`src/rtl/dreq_pkg.sv`:
```
package dreq_pkg;
  typedef enum logic [1:0] {
    PH_IDLE  = 2'd0,
    PH_READ  = 2'd1,
    PH_WRITE = 2'd2,
    PH_DEAD  = 2'd3
  } phase_t;
endpackage

```
`src/rtl/dreq_sync.sv`:
```
module dreq_sync #(
  parameter int STAGES = 2
) (
  input  logic clk,
  input  logic rst_n,
  input  logic din,
  output logic dout
);
  logic [STAGES-1:0] sr;

  always_ff @(posedge clk) begin
    if (!rst_n) sr <= '1;
    else        sr <= {sr[STAGES-2:0], din};
  end

  assign dout = sr[STAGES-1];
endmodule

```
`src/rtl/dreq_accept.sv`:
```
module dreq_accept (
  input  logic clk,
  input  logic rst_n,
  input  logic pin_hi,
  input  logic en_load,
  input  logic activate,
  input  logic dead_end,
  input  logic final_blk,
  input  logic idle,
  output logic pend,
  output logic acc_open,
  output logic chan_en
);
  logic hi_seen;

  always_ff @(posedge clk) begin
    if (!rst_n) begin
      chan_en  <= 1'b0;
      acc_open <= 1'b0;
      hi_seen  <= 1'b0;
      pend     <= 1'b0;
    end else if (en_load) begin
      chan_en  <= 1'b1;
      acc_open <= 1'b1;
      hi_seen  <= 1'b0;
      pend     <= 1'b0;
    end else if (activate) begin
      pend     <= 1'b0;
      acc_open <= 1'b0;
      hi_seen  <= 1'b0;
    end else begin
      if (acc_open && !pin_hi) pend <= 1'b1;
      if (!acc_open && chan_en && pin_hi) hi_seen <= 1'b1;
      if (dead_end) begin
        if (final_blk) begin
          chan_en  <= 1'b0;
          acc_open <= 1'b0;
        end else begin
          acc_open <= hi_seen | pin_hi;
        end
      end else if (idle && chan_en && !acc_open && hi_seen) begin
        acc_open <= 1'b1;
      end
    end
  end


  pend_clear_chk: assert property (@(posedge clk) disable iff (!rst_n)
    activate |=> !pend);

  pend_hold_chk: assert property (@(posedge clk) disable iff (!rst_n)
    (pend && !activate) |=> pend);

  reopen_idle_chk: assert property (@(posedge clk) disable iff (!rst_n)
    $rose(acc_open) |-> idle);

  open_needs_en_chk: assert property (@(posedge clk) disable iff (!rst_n)
    acc_open |-> chan_en);
endmodule

```
`src/rtl/dreq_seq.sv`:
```
module dreq_seq
  import dreq_pkg::*;
#(
  parameter int LEN_W = 4,
  parameter int CNT_W = 6
) (
  input  logic             clk,
  input  logic             rst_n,
  input  logic             en_load,
  input  logic             activate,
  input  logic [LEN_W-1:0] blk_len,
  input  logic [CNT_W-1:0] cnt_in,
  output logic             rd_stb,
  output logic             wr_stb,
  output logic             dead_cyc,
  output logic             idle,
  output logic             final_blk
);
  function automatic logic [LEN_W-1:0] pairs_of(input logic [LEN_W-1:0] v);
    return (v == '0) ? LEN_W'(1) : v;
  endfunction

  function automatic logic [CNT_W-1:0] blocks_of(input logic [CNT_W-1:0] v);
    return (v == '0) ? CNT_W'(1) : v;
  endfunction

  phase_t           phase;
  logic [LEN_W-1:0] pair;
  logic [LEN_W-1:0] len;
  logic [CNT_W-1:0] blk;
  logic             last_pair;

  assign last_pair = (pair == len - 1'b1);

  always_ff @(posedge clk) begin
    if (!rst_n) begin
      phase <= PH_IDLE;
      pair  <= '0;
      len   <= '0;
      blk   <= '0;
    end else begin
      if (en_load) blk <= blocks_of(cnt_in);
      case (phase)
        PH_IDLE: if (activate) begin
          phase <= PH_READ;
          pair  <= '0;
          len   <= pairs_of(blk_len);
        end
        PH_READ: phase <= PH_WRITE;
        PH_WRITE: begin
          if (last_pair) phase <= PH_DEAD;
          else begin
            pair  <= pair + 1'b1;
            phase <= PH_READ;
          end
        end
        default: begin
          phase <= PH_IDLE;
          blk   <= blk - 1'b1;
        end
      endcase
    end
  end

  assign rd_stb    = (phase == PH_READ);
  assign wr_stb    = (phase == PH_WRITE);
  assign dead_cyc  = (phase == PH_DEAD);
  assign idle      = (phase == PH_IDLE);
  assign final_blk = dead_cyc && (blk == CNT_W'(1));


  rd_then_wr_chk: assert property (@(posedge clk) disable iff (!rst_n)
    rd_stb |=> wr_stb);

  wr_then_next_chk: assert property (@(posedge clk) disable iff (!rst_n)
    wr_stb |=> (rd_stb || dead_cyc));

  single_dead_chk: assert property (@(posedge clk) disable iff (!rst_n)
    dead_cyc |=> idle);

  phase_excl_chk: assert property (@(posedge clk) disable iff (!rst_n)
    $onehot0({rd_stb, wr_stb, dead_cyc}));
endmodule

```
`src/rtl/dreq_block_seq.sv`:
```
module dreq_block_seq
  import dreq_pkg::*;
#(
  parameter int LEN_W       = 4,
  parameter int CNT_W       = 6,
  parameter int SYNC_STAGES = 2
) (
  input  logic             clk,
  input  logic             rst_n,
  input  logic             en_wr,
  input  logic             req_n,
  input  logic             bus_brk,
  input  logic [LEN_W-1:0] blk_len,
  input  logic [CNT_W-1:0] xfer_cnt,
  output logic             bus_req,
  output logic             rd_stb,
  output logic             wr_stb,
  output logic             dead_cyc,
  output logic             xfer_end,
  output logic             chan_en
);
  logic pin_hi;
  logic en_load;
  logic activate;
  logic pend;
  logic acc_open;
  logic idle;
  logic final_blk;

  dreq_sync #(.STAGES(SYNC_STAGES)) u_sync (
    .clk  (clk),
    .rst_n(rst_n),
    .din  (req_n),
    .dout (pin_hi)
  );

  assign en_load  = en_wr && !chan_en;
  assign activate = pend && bus_brk && idle;

  dreq_accept u_accept (
    .clk      (clk),
    .rst_n    (rst_n),
    .pin_hi   (pin_hi),
    .en_load  (en_load),
    .activate (activate),
    .dead_end (dead_cyc),
    .final_blk(final_blk),
    .idle     (idle),
    .pend     (pend),
    .acc_open (acc_open),
    .chan_en  (chan_en)
  );

  dreq_seq #(.LEN_W(LEN_W), .CNT_W(CNT_W)) u_seq (
    .clk      (clk),
    .rst_n    (rst_n),
    .en_load  (en_load),
    .activate (activate),
    .blk_len  (blk_len),
    .cnt_in   (xfer_cnt),
    .rd_stb   (rd_stb),
    .wr_stb   (wr_stb),
    .dead_cyc (dead_cyc),
    .idle     (idle),
    .final_blk(final_blk)
  );

  assign bus_req  = pend || !idle;
  assign xfer_end = final_blk;


  end_disables_chk: assert property (@(posedge clk) disable iff (!rst_n)
    xfer_end |=> !chan_en);

  bus_drop_chk: assert property (@(posedge clk) disable iff (!rst_n)
    dead_cyc |=> !bus_req);
endmodule

```
`config.mk`:
```
export PLATFORM = sky130hd
export DESIGN_NAME = dreq_block_seq
export DESIGN_NICKNAME = d
export VERILOG_FILES = /design/src/rtl/dreq_pkg.sv /design/src/rtl/dreq_sync.sv /design/src/rtl/dreq_accept.sv /design/src/rtl/dreq_seq.sv /design/src/rtl/dreq_block_seq.sv
export SDC_FILE = /design/constraint.sdc
export NUM_CORES = 1
export LEC_CHECK = 0
export CAP_MARGIN = 20
export CORE_UTILIZATION = 40
export DETAILED_ROUTE_END_ITERATION = 6
export GPL_ROUTABILITY_DRIVEN = 0
export HOLD_SLACK_MARGIN = 0.12
export PLACE_DENSITY = 0.72
export SYNTH_ARGS = -nofsm -noshare
export SYNTH_HDL_FRONTEND = slang
export SYNTH_SLANG_ARGS = --single-unit
```
`constraint.sdc`:
```
create_clock -name clk -period 1.7 [get_ports clk]
set_input_delay 0.34 -clock clk [delete_from_list [all_inputs] [get_ports clk]]
set_output_delay 0.34 -clock clk [all_outputs]
set_load 0.03 [all_outputs]
```
==> impl_summary.md, run 1 <==
Outcome
The flow ran to the end, and the final reports show no timing, DRC or antenna violations.

Cells and area
Compared with the post-synthesis result, the final layout area differs by 38.0%. The number of inserted diodes is 0. The finished cells cover 0.00150 sq mm. Of the cells placed in the final design, the portion with a size suffix greater than 1 is 0.232. The final net count is 188.

Setup path
The critical path capture point type is an output pin. The worst path required time is 1360 ps. STA classifies the critical path startpoint as a flop. STA puts the critical path data arrival time at 1310 ps. The worst setup path is of the flop to output pin kind. The largest fanout on the critical path is 8.

Timing
Setup repair after global routing could not meet its margin everywhere. The post-route worst hold slack is 429 ps. The top achievable clock speed is 0.606 GHz. The final worst-path setup slack is 50.7 ps. Measured against its own limit, the worst slew margin works out to 0.732. Subtracting the final worst setup slack from the clock period gives 1650 ps. The actual slew at the worst max-slew pin is 396 ps. The aggregate negative setup slack is 0 ps.

The worst-case clock skew is 0.859 ps. The final count of hold timing violations is 0. Dividing the final minimum period by the clock period gives 0.970.

The number of slew-limit violations in the final report is 0. Setup violations remaining at the end of the flow were counted as 0.

Drt
The routed length per placed instance is 13.0 microns. The number of iterations in the first detailed-routing pass is 4. The final route contains 1103 vias. The via count normalized by instance count is 5.57. In the routed design, unresolved DRC markers number 0. In this run, the number of DRC markers left after iteration 0 of detailed routing was 27. The count of antenna-violating nets left after detailed routing is 0. After detailed routing, the total wire length is 2570 microns.

Power
The power density of the placed cells is 640 mW/mm^2. The overall power is 0.000962 W. The leakage power summed over all cells is 0.668 nW.

The maximum vdd ir drop is 0.509 mV.

Global route
The number of antenna violations at the first check in global routing is 0. The global-route wire length before repair is 3940 microns. The aggregate global-route resource usage is 0.190. After global routing the overflow that remains totals 0. The maximum number of pins on one net before global-route repair is 13. The via count of the first global-routing pass is 939.

Clock tree
The buffer cell driving the clock tree root is sky130_fd_sc_hd__clkbuf_4. The number of clock sinks seen by CTS is 22. The CTS tree is done. Clock-pin slew was measured on the worst setup and hold paths at 110 ps. The clock reaches the later pin of the worst-skew pair after 290 ps.

Buffers inserted to repair hold after CTS numbered 0. The number of CTS-inserted buffers is 3. The maximum buffer depth of the clock tree is 2.

In this run the number of H-tree levels came out at 1.

Min path
The class of the most critical hold timing path is flop to flop.

Logic synthesis
Counting flops and latches in the post-synthesis netlist gives 22. The total of warnings raised by yosys is 0. Averaged over all synthesized cells, the footprint is 8.31 sq um.

The number of standard cells after synthesis is 131. The flip-flop cell with the highest count after synthesis is sky130_fd_sc_hd__dfxtp_1. After synthesis, the share of flip-flops with an asynchronous set or reset is 0. The number of nets in the synthesized netlist is 150. For this run, the register share of the synthesized area comes to 0.405. Yosys mapped a number of flops with a built-in enable equal to 0. The number of different library cells in the post-synthesis netlist is 37. The post-synthesis cell area is 0.00109 sq mm.

Placed design
Port buffering added 20 buffers. The placement-stage cell area is 0.00143 sq mm. After legalization and detailed placement, the total HPWL measured 1930 microns. Timing analysis after detailed placement gives a worst setup slack of -33.5 ps.

Floorplanning
The vertical extent of the die is 54.2 microns. The core region is 0.00252 sq mm. The horizontal die dimension is 54.2 microns. In this run the count of I/O pins placed on the die edge is 21. The initial standard-cell utilization of the core is 0.432. The die covers 0.00293 sq mm. After floorplanning, the core was divided into 18 placement rows.

Job
The number of max-capacitance violations reported is 0.
-- critical path, stage by stage, from the launching register on --
cell	delay [ps]
sky130_fd_sc_hd__dfxtp_4	420
sky130_fd_sc_hd__nand2_8	80
sky130_fd_sc_hd__nor2_4	90
sky130_fd_sc_hd__nand4b_1	170
sky130_fd_sc_hd__inv_1	110
sky130_fd_sc_hd__buf_6	130
-- path summary, 6_finish.rpt --
path / start / to / slack (ps) / cells after the start
worst min register to register: u_sync.sr[0]$_SDFF_PN1_ / u_sync.sr[1]$_SDFF_PN1_ / 430 / 1
worst min-delay path: u_sync.sr[0]$_SDFF_PN1_ / u_sync.sr[1]$_SDFF_PN1_ / 430 / 1
worst max register to register: u_seq.len[1]$_SDFFE_PN0P_ / u_seq.pair[3]$_SDFFE_PN0P_ / 60 / 7
worst max-delay path: u_seq.phase[0]$_SDFFE_PN0P_ / xfer_end / 50 / 5
-- area by class of cell --
class                           instances  area (sq um)
Fill cell                             230          1020
Multi-Input combinational cell         97           638
Sequential cell                        22           450
Timing Repair Buffer                   36           307
Tap cell                               30          37.5
Clock buffer                            4          36.3
Inverter                                9          33.8
-- cells in the final DEF (no fill, tap or decap), types with 2 or more instances in the layout --
cell and instances:
sky130_fd_sc_hd__nor3_1 8, sky130_fd_sc_hd__o21a_1 2, sky130_fd_sc_hd__nand2_2 2, sky130_fd_sc_hd__clkdlybuf4s50_1 14
sky130_fd_sc_hd__a21oi_1 10, sky130_fd_sc_hd__clkbuf_4 3, sky130_fd_sc_hd__dfxtp_4 2, sky130_fd_sc_hd__nand2b_1 3
sky130_fd_sc_hd__xor2_1 3, sky130_fd_sc_hd__buf_4 17, sky130_fd_sc_hd__nand3_1 2, sky130_fd_sc_hd__dfxtp_1 18
sky130_fd_sc_hd__nor2b_1 2, sky130_fd_sc_hd__o21ai_0 3, sky130_fd_sc_hd__dfxtp_2 2, sky130_fd_sc_hd__nand2_1 11
sky130_fd_sc_hd__dlygate4sd2_1 2, sky130_fd_sc_hd__inv_1 6, sky130_fd_sc_hd__inv_2 3, sky130_fd_sc_hd__nor2_1 13
sky130_fd_sc_hd__a211oi_1 4, sky130_fd_sc_hd__and3_1 3, sky130_fd_sc_hd__ha_1 4, sky130_fd_sc_hd__a31oi_1 3
-- power breakdown --
part	leakage [nW]	switching [W]	internal, W	total (W)
Combinational	0.465	0.0000625	0.0000729	0.000135
Clock	0.0210	0.000146	0.000130	0.000276
Sequential	0.182	0.0000191	0.000532	0.000551
Total	0.668	0.000227	0.000735	0.000962
-- flip-flops by register name, summed over array words and instances (netlist names) --
name / count
u_accept.acc_open: 1
u_seq.len: 4
u_accept.pend: 1
u_seq.pair: 4
u_accept.chan_en: 1
u_seq.blk: 6
u_seq.phase: 2
u_sync.sr: 2
u_accept.hi_seen: 1
-- kinds of logic after synthesis --
kind of cell,Yosys count,share of synthesized area
AO/OA/AOI/OAI,32,0.195
XOR/XNOR,5,0.0529
adder cells (fa/ha/maj),4,0.0460
AND/OR/NAND/NOR,56,0.260
buffers and inverters,12,0.0414
flip-flops,22,0.405
-- synthesized netlist by cell type (all sizes together) (4+ instances only) --
| cell type | n | area [sq um] |
|---|---|---|
| a211oi | 4 | 30.0 |
| nor3 | 8 | 40.0 |
| dfxtp | 22 | 440 |
| inv | 9 | 33.8 |
| a21oi | 10 | 50.1 |
| nor2 | 14 | 52.6 |
| o21ai | 4 | 20.0 |
| nand2 | 14 | 52.6 |
| ha | 4 | 50.1 |
-- repair_timing --
item                                    in CTS  in global routing
cloned                                       0                  0
pin swaps                                    4                  5
setup buffers                                1                  0
resized for setup                           13                 14
endpoints found under the setup margin       6                  6
-- metal layers --
layer,vias up,global-route usage,part of all wire
met5,-,0,0
met4,0,0.0769,0.0078
met3,2,0.0311,0.041
met2,32,0.329,0.50
met1,520,0.230,0.45
li1,549,-,-
-- through the flow --
| step | instances | util |
|---|---|---|
| floorplan | 131 | - |
| detailed placement | 193 | 0.565 |
| finish | 198 | 0.596 |
| global placement | 193 | 0.565 |
| CTS | 198 | 0.587 |
| global route | 198 | 0.596 |
Power figures use the tool's default switching activity.
==> run 2: changes to the inputs <==
--- a/config.mk
+++ b/config.mk
@@ -5,12 +5,12 @@
 export SDC_FILE = /design/constraint.sdc
 export NUM_CORES = 1
 export LEC_CHECK = 0
-export CAP_MARGIN = 20
 export CORE_UTILIZATION = 40
 export DETAILED_ROUTE_END_ITERATION = 6
 export GPL_ROUTABILITY_DRIVEN = 0
 export HOLD_SLACK_MARGIN = 0.12
 export PLACE_DENSITY = 0.72
+export SETUP_SLACK_MARGIN = 0.15
 export SYNTH_ARGS = -nofsm -noshare
 export SYNTH_HDL_FRONTEND = slang
 export SYNTH_SLANG_ARGS = --single-unit
==> run 2 against run 1 <==
Maximum frequency shrank 0.58%. Sequential share of layout area shrank 1.1 points. Routed wire length grew 4.5%. Count of clock-buffer cells in the layout is the same. First-iteration DRC count shrank 33%. Non-clock buffer count grew 1. Clock skew grew 11 ps. Setup slack lost 9.7 ps. Largest power group unchanged. Final cell count grew 0.51%. Clock power grew 7.6%. Total power grew 2.8%.
==> impl_summary.md, run 2 (synthesis gave the netlist of run 1 again) <==
Outcome
The run finished with clean final reports.

Drt
After detailed routing, the wire length on met1 is 1170 microns. The routed length per placed instance is 13.5 microns. The number of vias after detailed routing is 1086. The highest metal layer used by the detailed router is met4. In the routed layout, each cell is associated on average with a via count of 5.46. The met3 wire length is 101 microns. The number of DRC markers after the initial detailed-route iteration is 18. The count of nets left with antenna violations once routing finished came out at 0. The number of iterations in the first detailed-routing pass is 4.

For this run, design rule violations remaining after detail routing come to 0. Summed over all nets, wire length on met2 after detailed routing comes to 1360 microns. The routed wire length is 2680 microns.

Timing
The worst max-slew margin expressed relative to the limit is 0.755. The number of slew-limit violations in the final report is 0. Setup violations remaining at the end of the flow were counted as 0. Timing would allow up to 0.603 GHz. The minimum clock period is 1660 ps. Setup repair after global routing could not meet its margin everywhere.

The post-route fraction of the period consumed by the critical path is 0.976. The final worst-path setup slack is 41.0 ps. The final count of hold timing violations is 0.

The actual slew at the worst max-slew pin is 362 ps. The aggregate negative setup slack is 0 ps. The post-route worst hold slack is 426 ps. The worst-case clock skew is 11.8 ps.

Global route
The via count of the first global-routing pass came to 955. Entering global routing, the biggest net connects 13 pins. The number of antenna violations at the first check in global routing is 0. The total congestion overflow after global routing is 0. The aggregate global-route resource usage is 0.193. The first global-routing pass estimated 4000 microns of wire.

Cells and area
The register with the most flip-flops in the layout has 6 of them. The final net count is 189. The area added between synthesis and finish is 43.6%. 0 antenna diodes ended up in the layout. The register with the most flip-flops is u_seq.blk. The largest registers in the layout are u_seq.blk (6), u_seq.len (4), u_seq.pair (4). The fraction of final layout cells sized beyond drive strength 1 is 0.272. In the layout the commonest cells are sky130_fd_sc_hd__buf_4 (17), sky130_fd_sc_hd__dfxtp_1 (17), sky130_fd_sc_hd__clkdlybuf4s50_1 (14), sky130_fd_sc_hd__nor2_1 (13), sky130_fd_sc_hd__nand2_1 (12).

Clock tree
After clock tree synthesis, the clock-pin slew on the worst setup and hold paths is 130 ps. The root buffer cell chosen for the clock tree is sky130_fd_sc_hd__clkbuf_4. In this run, post-CTS hold repair placed 0 buffers. The depth of the CTS H-tree is 1. The clock drives 22 sinks. Counting the buffers created by CTS gives 3. The maximum buffer depth of the clock tree is 2.

The CTS tree is done. The later pin in the worst-skew pair is clocked with a latency of 320 ps.

Setup path
The worst setup path is captured at an output pin. The worst register-to-register path has a setup slack of 70 ps. The arrival time at the worst endpoint is 1320 ps. The worst path required time is 1360 ps.

The largest fanout on the critical path is 4. The kind of critical path is flop to output pin. The worst setup path is launched from a flop.

Placed design
The wire-length estimate of the detail-placed layout is 1950 microns. The number of I/O port buffers is 20. The worst setup slack before clock tree synthesis is -62.4 ps.

Power
The overall power is 0.000989 W. The leakage power summed over all cells is 0.685 nW. Across the VDD grid, the largest voltage drop is 0.474 mV. Dividing total power by cell area gives a power density of 633 mW/mm^2.

Floorplanning
The die covers 0.00293 sq mm. The initialized floorplan defines 18 standard-cell rows. 21 I/O pins were placed.

From left edge to right edge, the die measures 54.2 microns. The vertical extent of the die is 54.2 microns. The initial standard-cell utilization of the core is 0.432.

The core footprint is 0.00252 sq mm.

Min path
In this run the worst hold path is classified as flop to flop.

Job
The tool flagged a number of max-cap violations equal to 0.
## run 2: per-layer routing
metal	vias to the layer above	track usage
met3	5	0.0254
met5	-	0
met1	506	0.229
li1	548	-
met2	27	0.337
met4	0	0.0897
## run 2: power breakdown
part / internal, W / total (W) / switching (W) / leakage [nW]
Combinational: 0.0000773 / 0.000142 / 0.0000642 / 0.481
Sequential: 0.000532 / 0.000551 / 0.0000183 / 0.183
Clock: 0.000131 / 0.000297 / 0.000166 / 0.0210
Total: 0.000740 / 0.000989 / 0.000248 / 0.685
## run 2: timing repair
item / CTS / global route
pin swaps: 3 / 3
resized for setup: 28 / 14
setup endpoints to repair: 11 / 9
buffers inserted: 2 / 1
## run 2: final cells by class
type | count | area, sq um
multi-input cells | 97 | 676
repair buffers | 37 | 328
flip-flops and latches | 22 | 452
fillers | 223 | 960
inverters | 9 | 33.8
well taps | 30 | 37.5
clock buffers | 4 | 36.3
## run 2: worst max-delay path, stage by stage (launching register included)
cell and delay, ps:
sky130_fd_sc_hd__dfxtp_4 400, sky130_fd_sc_hd__buf_6 130, sky130_fd_sc_hd__or3_4 320, sky130_fd_sc_hd__buf_6 140
## run 2: stage by stage
stage	utilization	cell area, sq um	instances
floorplan	-	1110	131
global placement	0.568	1430	192
detailed placement	0.568	1430	192
CTS	0.604	1520	198
global route	0.620	1560	199
finish	0.620	1560	199
## run 2: path summary, 6_finish.rpt
kind                               start                          to  depth (start not counted)
min reg2reg      u_sync.sr[0]$_SDFF_PN1_     u_sync.sr[1]$_SDFF_PN1_                          1
min              u_sync.sr[0]$_SDFF_PN1_     u_sync.sr[1]$_SDFF_PN1_                          1
max reg2reg    u_seq.len[1]$_SDFFE_PN0P_  u_seq.pair[3]$_SDFFE_PN0P_                          7
max          u_seq.phase[0]$_SDFFE_PN0P_                     bus_req                          3
